==> config.mk <==
export PLATFORM = sky130hd
export DESIGN_NAME = rto_host_master
export DESIGN_NICKNAME = d
export VERILOG_FILES = /design/src/rtl/rto_pkg.sv /design/src/rtl/rto_sync.sv /design/src/rtl/rto_bit_engine.sv /design/src/rtl/rto_seq.sv /design/src/rtl/rto_host_master.sv
export SDC_FILE = /design/constraint.sdc
export NUM_CORES = 1
export LEC_CHECK = 0
export ABC_AREA = 0
export BUFFER_PORTS_ARGS = -buffer_cell sky130_fd_sc_hd__buf_2
export CORE_ASPECT_RATIO = 1.4
export CORE_MARGIN = 3
export CORE_UTILIZATION = 59
export CTS_CLUSTER_DIAMETER = 150
export DETAILED_ROUTE_END_ITERATION = 10
export HOLD_SLACK_MARGIN = 0.02
export PLACE_DENSITY = 0.77
export SYNTH_ARGS = -nofsm -noshare
export SYNTH_HDL_FRONTEND = slang
export SYNTH_SLANG_ARGS = --single-unit
==> constraint.sdc <==
create_clock -name clk -period 4.55 [get_ports clk]
set_clock_uncertainty 0.05 [all_clocks]
set_input_delay 0.455 -clock clk [delete_from_list [all_inputs] [get_ports clk]]
set_output_delay 0.455 -clock clk [all_outputs]
set_load 0.05 [all_outputs]
==> src/rtl/rto_pkg.sv <==
package rto_pkg;

  typedef enum logic [2:0] {
    S_IDLE,
    S_BRK,
    S_REC,
    S_CMD,
    S_DAT
  } seq_state_t;

  // Pull-down decision inside one bit frame.
  function automatic logic frame_pulls_low(input logic rd, input logic bval,
                                           input logic in_start, input logic in_hold);
    return in_start || (!rd && !bval && in_hold);
  endfunction

  // Receive assembly: first bit lands in bit 0 after eight shifts.
  function automatic logic [7:0] shift_lsb_first(input logic [7:0] acc, input logic b);
    return {b, acc[7:1]};
  endfunction

  function automatic logic cmd_is_write(input logic [7:0] c);
    return c[7];
  endfunction

endpackage

==> src/rtl/rto_sync.sv <==
module rto_sync #(
  parameter int STAGES = 2
) (
  input  logic clk,
  input  logic rst_n,
  input  logic d_i,
  output logic q_o
);
  logic [STAGES-1:0] chain;

  generate
    if (STAGES == 1) begin : g_one
      always_ff @(posedge clk) begin
        if (!rst_n) chain <= '1;
        else        chain <= d_i;
      end
    end else begin : g_many
      always_ff @(posedge clk) begin
        if (!rst_n) chain <= '1;
        else        chain <= {chain[STAGES-2:0], d_i};
      end
    end
  endgenerate

  assign q_o = chain[STAGES-1];
endmodule

==> src/rtl/rto_bit_engine.sv <==
module rto_bit_engine
  import rto_pkg::*;
#(
  parameter int START_CYC  = 60,
  parameter int SAMPLE_CYC = 250,
  parameter int HOLD_CYC   = 400,
  parameter int STOP_CYC   = 700,
  parameter int FRAME_CYC  = 3300
) (
  input  logic clk,
  input  logic rst_n,
  input  logic go_i,
  input  logic rd_i,
  input  logic bit_i,
  input  logic line_s_i,
  output logic active_o,
  output logic drive_low_o,
  output logic sample_o,
  output logic rx_bit_o,
  output logic frame_end_o,
  output logic timeout_o
);
  localparam int CW = $clog2(FRAME_CYC + 1);

  logic          active;
  logic [CW-1:0] cnt;
  logic          rd_q;
  logic          bit_q;
  logic          in_start;
  logic          in_hold;

  assign in_start    = cnt < CW'(START_CYC);
  assign in_hold     = cnt < CW'(HOLD_CYC);
  assign drive_low_o = active && frame_pulls_low(rd_q, bit_q, in_start, in_hold);
  assign sample_o    = active && (cnt == CW'(SAMPLE_CYC));
  assign rx_bit_o    = line_s_i;
  assign timeout_o   = active && (cnt == CW'(STOP_CYC)) && !line_s_i;
  assign frame_end_o = active && (cnt == CW'(FRAME_CYC - 1));
  assign active_o    = active;

  always_ff @(posedge clk) begin
    if (!rst_n) begin
      active <= 1'b0;
      cnt    <= '0;
      rd_q   <= 1'b0;
      bit_q  <= 1'b0;
    end else if (!active) begin
      if (go_i) begin
        active <= 1'b1;
        cnt    <= '0;
        rd_q   <= rd_i;
        bit_q  <= bit_i;
      end
    end else if (timeout_o || frame_end_o) begin
      active <= 1'b0;
    end else begin
      cnt <= cnt + 1'b1;
    end
  end


  rd_release_chk: assert property (@(posedge clk) disable iff (!rst_n)
    (active && rd_q && !in_start) |-> !drive_low_o);


  abort_stops_frame_chk: assert property (@(posedge clk) disable iff (!rst_n)
    timeout_o |=> !active);
endmodule

==> src/rtl/rto_seq.sv <==
module rto_seq
  import rto_pkg::*;
#(
  parameter int BREAK_CYC = 200,
  parameter int RECOV_CYC = 60
) (
  input  logic       clk,
  input  logic       rst_n,
  input  logic       start_i,
  input  logic [7:0] cmd_i,
  input  logic [7:0] wdata_i,
  input  logic       eng_active_i,
  input  logic       frame_end_i,
  input  logic       sample_i,
  input  logic       rx_bit_i,
  input  logic       bit_timeout_i,
  output logic       go_o,
  output logic       rd_o,
  output logic       bit_o,
  output logic       brk_low_o,
  output logic       busy_o,
  output logic       done_o,
  output logic       timeout_o,
  output logic [7:0] rdata_o
);
  localparam int LONGEST = (BREAK_CYC > RECOV_CYC) ? BREAK_CYC : RECOV_CYC;
  localparam int TW      = $clog2(LONGEST + 1);

  seq_state_t    state;
  logic [TW-1:0] tcnt;
  logic [7:0]    cmd_q;
  logic [7:0]    wd_q;
  logic [2:0]    idx;
  logic [7:0]    acc;
  logic          in_bits;
  logic          is_read;

  assign in_bits   = (state == S_CMD) || (state == S_DAT);
  assign is_read   = !cmd_is_write(cmd_q);
  assign go_o      = in_bits && !eng_active_i;
  assign rd_o      = (state == S_DAT) && is_read;
  assign bit_o     = (state == S_CMD) ? cmd_q[idx] : wd_q[idx];
  assign brk_low_o = (state == S_BRK);
  assign busy_o    = (state != S_IDLE);

  always_ff @(posedge clk) begin
    if (!rst_n) begin
      state     <= S_IDLE;
      tcnt      <= '0;
      cmd_q     <= '0;
      wd_q      <= '0;
      idx       <= '0;
      acc       <= '0;
      done_o    <= 1'b0;
      timeout_o <= 1'b0;
      rdata_o   <= '0;
    end else begin
      done_o <= 1'b0;
      unique case (state)
        S_IDLE: if (start_i) begin
          cmd_q     <= cmd_i;
          wd_q      <= wdata_i;
          tcnt      <= '0;
          timeout_o <= 1'b0;
          state     <= S_BRK;
        end
        S_BRK: if (tcnt == TW'(BREAK_CYC - 1)) begin
          tcnt  <= '0;
          state <= S_REC;
        end else tcnt <= tcnt + 1'b1;
        S_REC: if (tcnt == TW'(RECOV_CYC - 1)) begin
          tcnt  <= '0;
          idx   <= '0;
          state <= S_CMD;
        end else tcnt <= tcnt + 1'b1;
        S_CMD, S_DAT: begin
          if (bit_timeout_i) begin
            state     <= S_IDLE;
            done_o    <= 1'b1;
            timeout_o <= 1'b1;
          end else begin
            if (sample_i && rd_o) acc <= shift_lsb_first(acc, rx_bit_i);
            if (frame_end_i) begin
              if (idx == 3'd7) begin
                idx <= '0;
                if (state == S_CMD) state <= S_DAT;
                else begin
                  state  <= S_IDLE;
                  done_o <= 1'b1;
                  if (is_read) rdata_o <= acc;
                end
              end else idx <= idx + 1'b1;
            end
          end
        end
        default: state <= S_IDLE;
      endcase
    end
  end


  done_single_chk: assert property (@(posedge clk) disable iff (!rst_n)
    done_o |=> !done_o);


  done_at_end_chk: assert property (@(posedge clk) disable iff (!rst_n)
    $fell(busy_o) |-> done_o);


  start_ignored_chk: assert property (@(posedge clk) disable iff (!rst_n)
    (busy_o && start_i) |=> $stable(cmd_q));


  timeout_abort_chk: assert property (@(posedge clk) disable iff (!rst_n)
    bit_timeout_i |=> (!busy_o && timeout_o));
endmodule

==> src/rtl/rto_host_master.sv <==
module rto_host_master #(
  parameter int BREAK_CYC  = 200,
  parameter int RECOV_CYC  = 60,
  parameter int START_CYC  = 60,
  parameter int SAMPLE_CYC = 250,
  parameter int HOLD_CYC   = 400,
  parameter int STOP_CYC   = 700,
  parameter int FRAME_CYC  = 3300,
  parameter int SYNC_STAGES = 2
) (
  input  logic       clk,
  input  logic       rst_n,
  input  logic       start_i,
  input  logic [7:0] cmd_i,
  input  logic [7:0] wdata_i,
  output logic       busy_o,
  output logic       done_o,
  output logic       timeout_o,
  output logic [7:0] rdata_o,
  input  logic       line_i,
  output logic       drive_low_o
);
  logic line_s;
  logic go, rd, bit_v, brk_low;
  logic eng_active, eng_low, sample, rx_bit, frame_end, bit_timeout;

  rto_sync #(.STAGES(SYNC_STAGES)) sync_i (
    .clk(clk), .rst_n(rst_n), .d_i(line_i), .q_o(line_s)
  );

  rto_bit_engine #(
    .START_CYC(START_CYC), .SAMPLE_CYC(SAMPLE_CYC), .HOLD_CYC(HOLD_CYC),
    .STOP_CYC(STOP_CYC), .FRAME_CYC(FRAME_CYC)
  ) eng_i (
    .clk(clk), .rst_n(rst_n), .go_i(go), .rd_i(rd), .bit_i(bit_v),
    .line_s_i(line_s), .active_o(eng_active), .drive_low_o(eng_low),
    .sample_o(sample), .rx_bit_o(rx_bit), .frame_end_o(frame_end),
    .timeout_o(bit_timeout)
  );

  rto_seq #(.BREAK_CYC(BREAK_CYC), .RECOV_CYC(RECOV_CYC)) seq_i (
    .clk(clk), .rst_n(rst_n), .start_i(start_i), .cmd_i(cmd_i),
    .wdata_i(wdata_i), .eng_active_i(eng_active), .frame_end_i(frame_end),
    .sample_i(sample), .rx_bit_i(rx_bit), .bit_timeout_i(bit_timeout),
    .go_o(go), .rd_o(rd), .bit_o(bit_v), .brk_low_o(brk_low),
    .busy_o(busy_o), .done_o(done_o), .timeout_o(timeout_o),
    .rdata_o(rdata_o)
  );

  assign drive_low_o = brk_low || eng_low;


  idle_released_chk: assert property (@(posedge clk) disable iff (!rst_n)
    !busy_o |-> !drive_low_o);


  break_first_chk: assert property (@(posedge clk) disable iff (!rst_n)
    $rose(busy_o) |-> drive_low_o);
endmodule

==> run summary <==
total number of yosys warnings: 0
Netlist Area Pre-Place: 3110 sq um
Final min period: 2.61 ns
dpl hpwl: 4550 um
final number of setup-violating endpoints: 0
setup TNS: 0 ns
Rows: 30
worst skew pair latency: 0.35 ns
clk sink count: 65
layout cell share with drive strength beyond 1: 14.4%
largest net degree at the start of global routing: 48
RSZ-0062 raised after global routing: no
vias in the first global route: 2,475
Main synth FF type: dfxtp_1
Final Cycle Share: 57.4%
Worst-path clk slew: 0.07 ns
Die W: 67.4 um
syn avg cell area: 8.50 sq um
post_cts resized: 0
CP max FO: 14
Max-Cap Viols: 0
critical path data required time: 4.05 ns
Final GP Congestion: 0.882
Total GRT Usage: 23.8%
status: finished, final reports clean
drt first-iter violations: 197
Detail Route Antenna Nets: 0
FF+latch area: 1300 sq um
Multi-input gate area: 1680 sq um
commonest non-fill, non-tap cell in the layout: dfxtp_1
DR pass1 iterations: 4
Die Span Y: 91.9 um
IO buf count: 31
EDFF count, synth: 0
Max Fclk: 383 MHz
wire per inst: 14.6 um
Vias/cell: 5.94
Fill cells: 414
core area: 4950 sq um
post-synthesis sequential area ratio: 41.8%
slew margin rel.: 44.7%
worst ir drop on vdd: 0.325 mV
Root Buffer: clkbuf_8
startpoint types: flop
ys async rst share: 0%
arrival time worst endpoint: 2.11 ns
Tightest Pin Transition: 0.822 ns
Synth Net Count: 392
Layout area overhead: 13.1%
critical path class: reg2out
initial antenna violation count: 0
commonest cells after routing, fill and taps aside: dfxtp_1, nand2_1, nor2_1
die area: 6190 sq um
cells after synthesis: 366
# diodes: 0
synthesis-stage register bit count: 65
Tot Pwr: 1680 uW
CTS H-tree lvls: 3
TritonCTS Buffers: 9
I/O Pins: 32
Final nets: 410
fin cells: 453
Worst setup EP type: primary output
Hold-fix buffers, CTS: 0
GR Overflow Total: 0
CTS max path bufs: 2
drt total wl: 6630 um
TritonCTS clock tree: built
post-CTS setup buffers: 0
Post-route DRC: 0
final hold viol count: 0
first-pass GRT wire length: 11,200 um
vias: 2,692
HP Class: in2reg
Initial Util: 62.8%
P_leak: 0.00155 uW
Cells after DPL: 437
Slew Limit Fails: 0
power density cells: 476 nW/um^2
post-synth cell types: 56
[final cells by class]
class | instances | area share (%)
flip-flops and latches | 65 | 37.0
clock buffers | 10 | 3.91
multi-input cells | 270 | 47.8
well taps | 64 | 2.27
inverters | 7 | 0.746
repair buffers | 31 | 4.41
clock inverters | 6 | 3.91
[state kept, by name (all words and copies together) (netlist names), 2 cells and up]
signal,cells
eng_i.cnt,12
seq_i.acc,8
seq_i.cmd_q,8
seq_i.idx,3
seq_i.rdata_o,8
seq_i.state,3
seq_i.tcnt,8
seq_i.wd_q,8
sync_i.chain,2
[worst max-delay path, cell delays in order, from the launching register on]
cell,delay (ns)
dfxtp_1,0.56
or3b_1,0.40
or2_0,0.22
o31ai_1,0.26
buf_2,0.31
[kinds of logic after synthesis]
group	after synthesis	synth area share, %
mux	25	9.69
buf+inv	31	4.10
fa+ha+maj	6	2.41
simple gates	166	26.7
xor+xnor	2	0.563
flops	65	41.8
compound gates	71	14.8
[power by group]
group	internal, uW	leakage, uW	switching (uW)
clock	437	0.000137	235
combinational	118	0.000886	227
sequential	613	0.000527	46.5
[layer usage]
metal  track usage, %  share of wire [%]  vias up
met2             39.0                 51       66
met5                0                  0        -
met4             12.7                2.6        0
met1             28.0                 42     1265
li1                 -                  -     1346
met3             5.51                4.5       15
[cells in the mapped netlist (all sizes together) (4+ instances only)]
master,number,share of area (%)
clkbuf,16,2.0
nand3,12,1.9
and3,7,1.4
a21o,4,0.97
o21ai,7,1.1
buf,8,1.3
inv,7,0.84
nand2,60,7.2
nor2,37,4.5
and2,5,1.0
nor3,6,1.1
ha,6,2.4
dfxtp,65,42
a21oi,30,4.9
nand4,10,2.2
mux4,4,2.9
or3,5,1.0
nand2b,5,1.0
mux2i,20,6.4
[through the flow]
stage               setup WS [ns]  utilization [%]  cell area, sq um  hold WS, ns
floorplan                    1.93                -              3110        0.336
global placement             2.25             65.5              3250        0.347
detailed placement           2.14             65.5              3250        0.345
CTS                          1.94             71.1              3520        0.236
global route                 1.82             71.1              3520        0.260
finish                       1.94             71.1              3520        0.241
[path summary, 6_finish.rpt]
| check | startpoint | endpoint | slack (ns) | cells past startpoint |
|---|---|---|---|---|
| worst max-delay path | eng_i.active_o$_SDFF_PN0_ | drive_low_o | 1.94 | 4 |
| worst min-delay path | line_i | sync_i.chain[0]$_SDFF_PN1_ | 0.24 | 2 |
| worst max register to register | seq_i.tcnt[0]$_SDFFE_PN0P_ | seq_i.state[1]$_SDFFE_PN0P_ | 2.11 | 6 |
| worst min register to register | sync_i.chain[0]$_SDFF_PN1_ | sync_i.chain[1]$_SDFF_PN1_ | 0.35 | 1 |
Note: power is estimated with default switching activity, not from simulation.
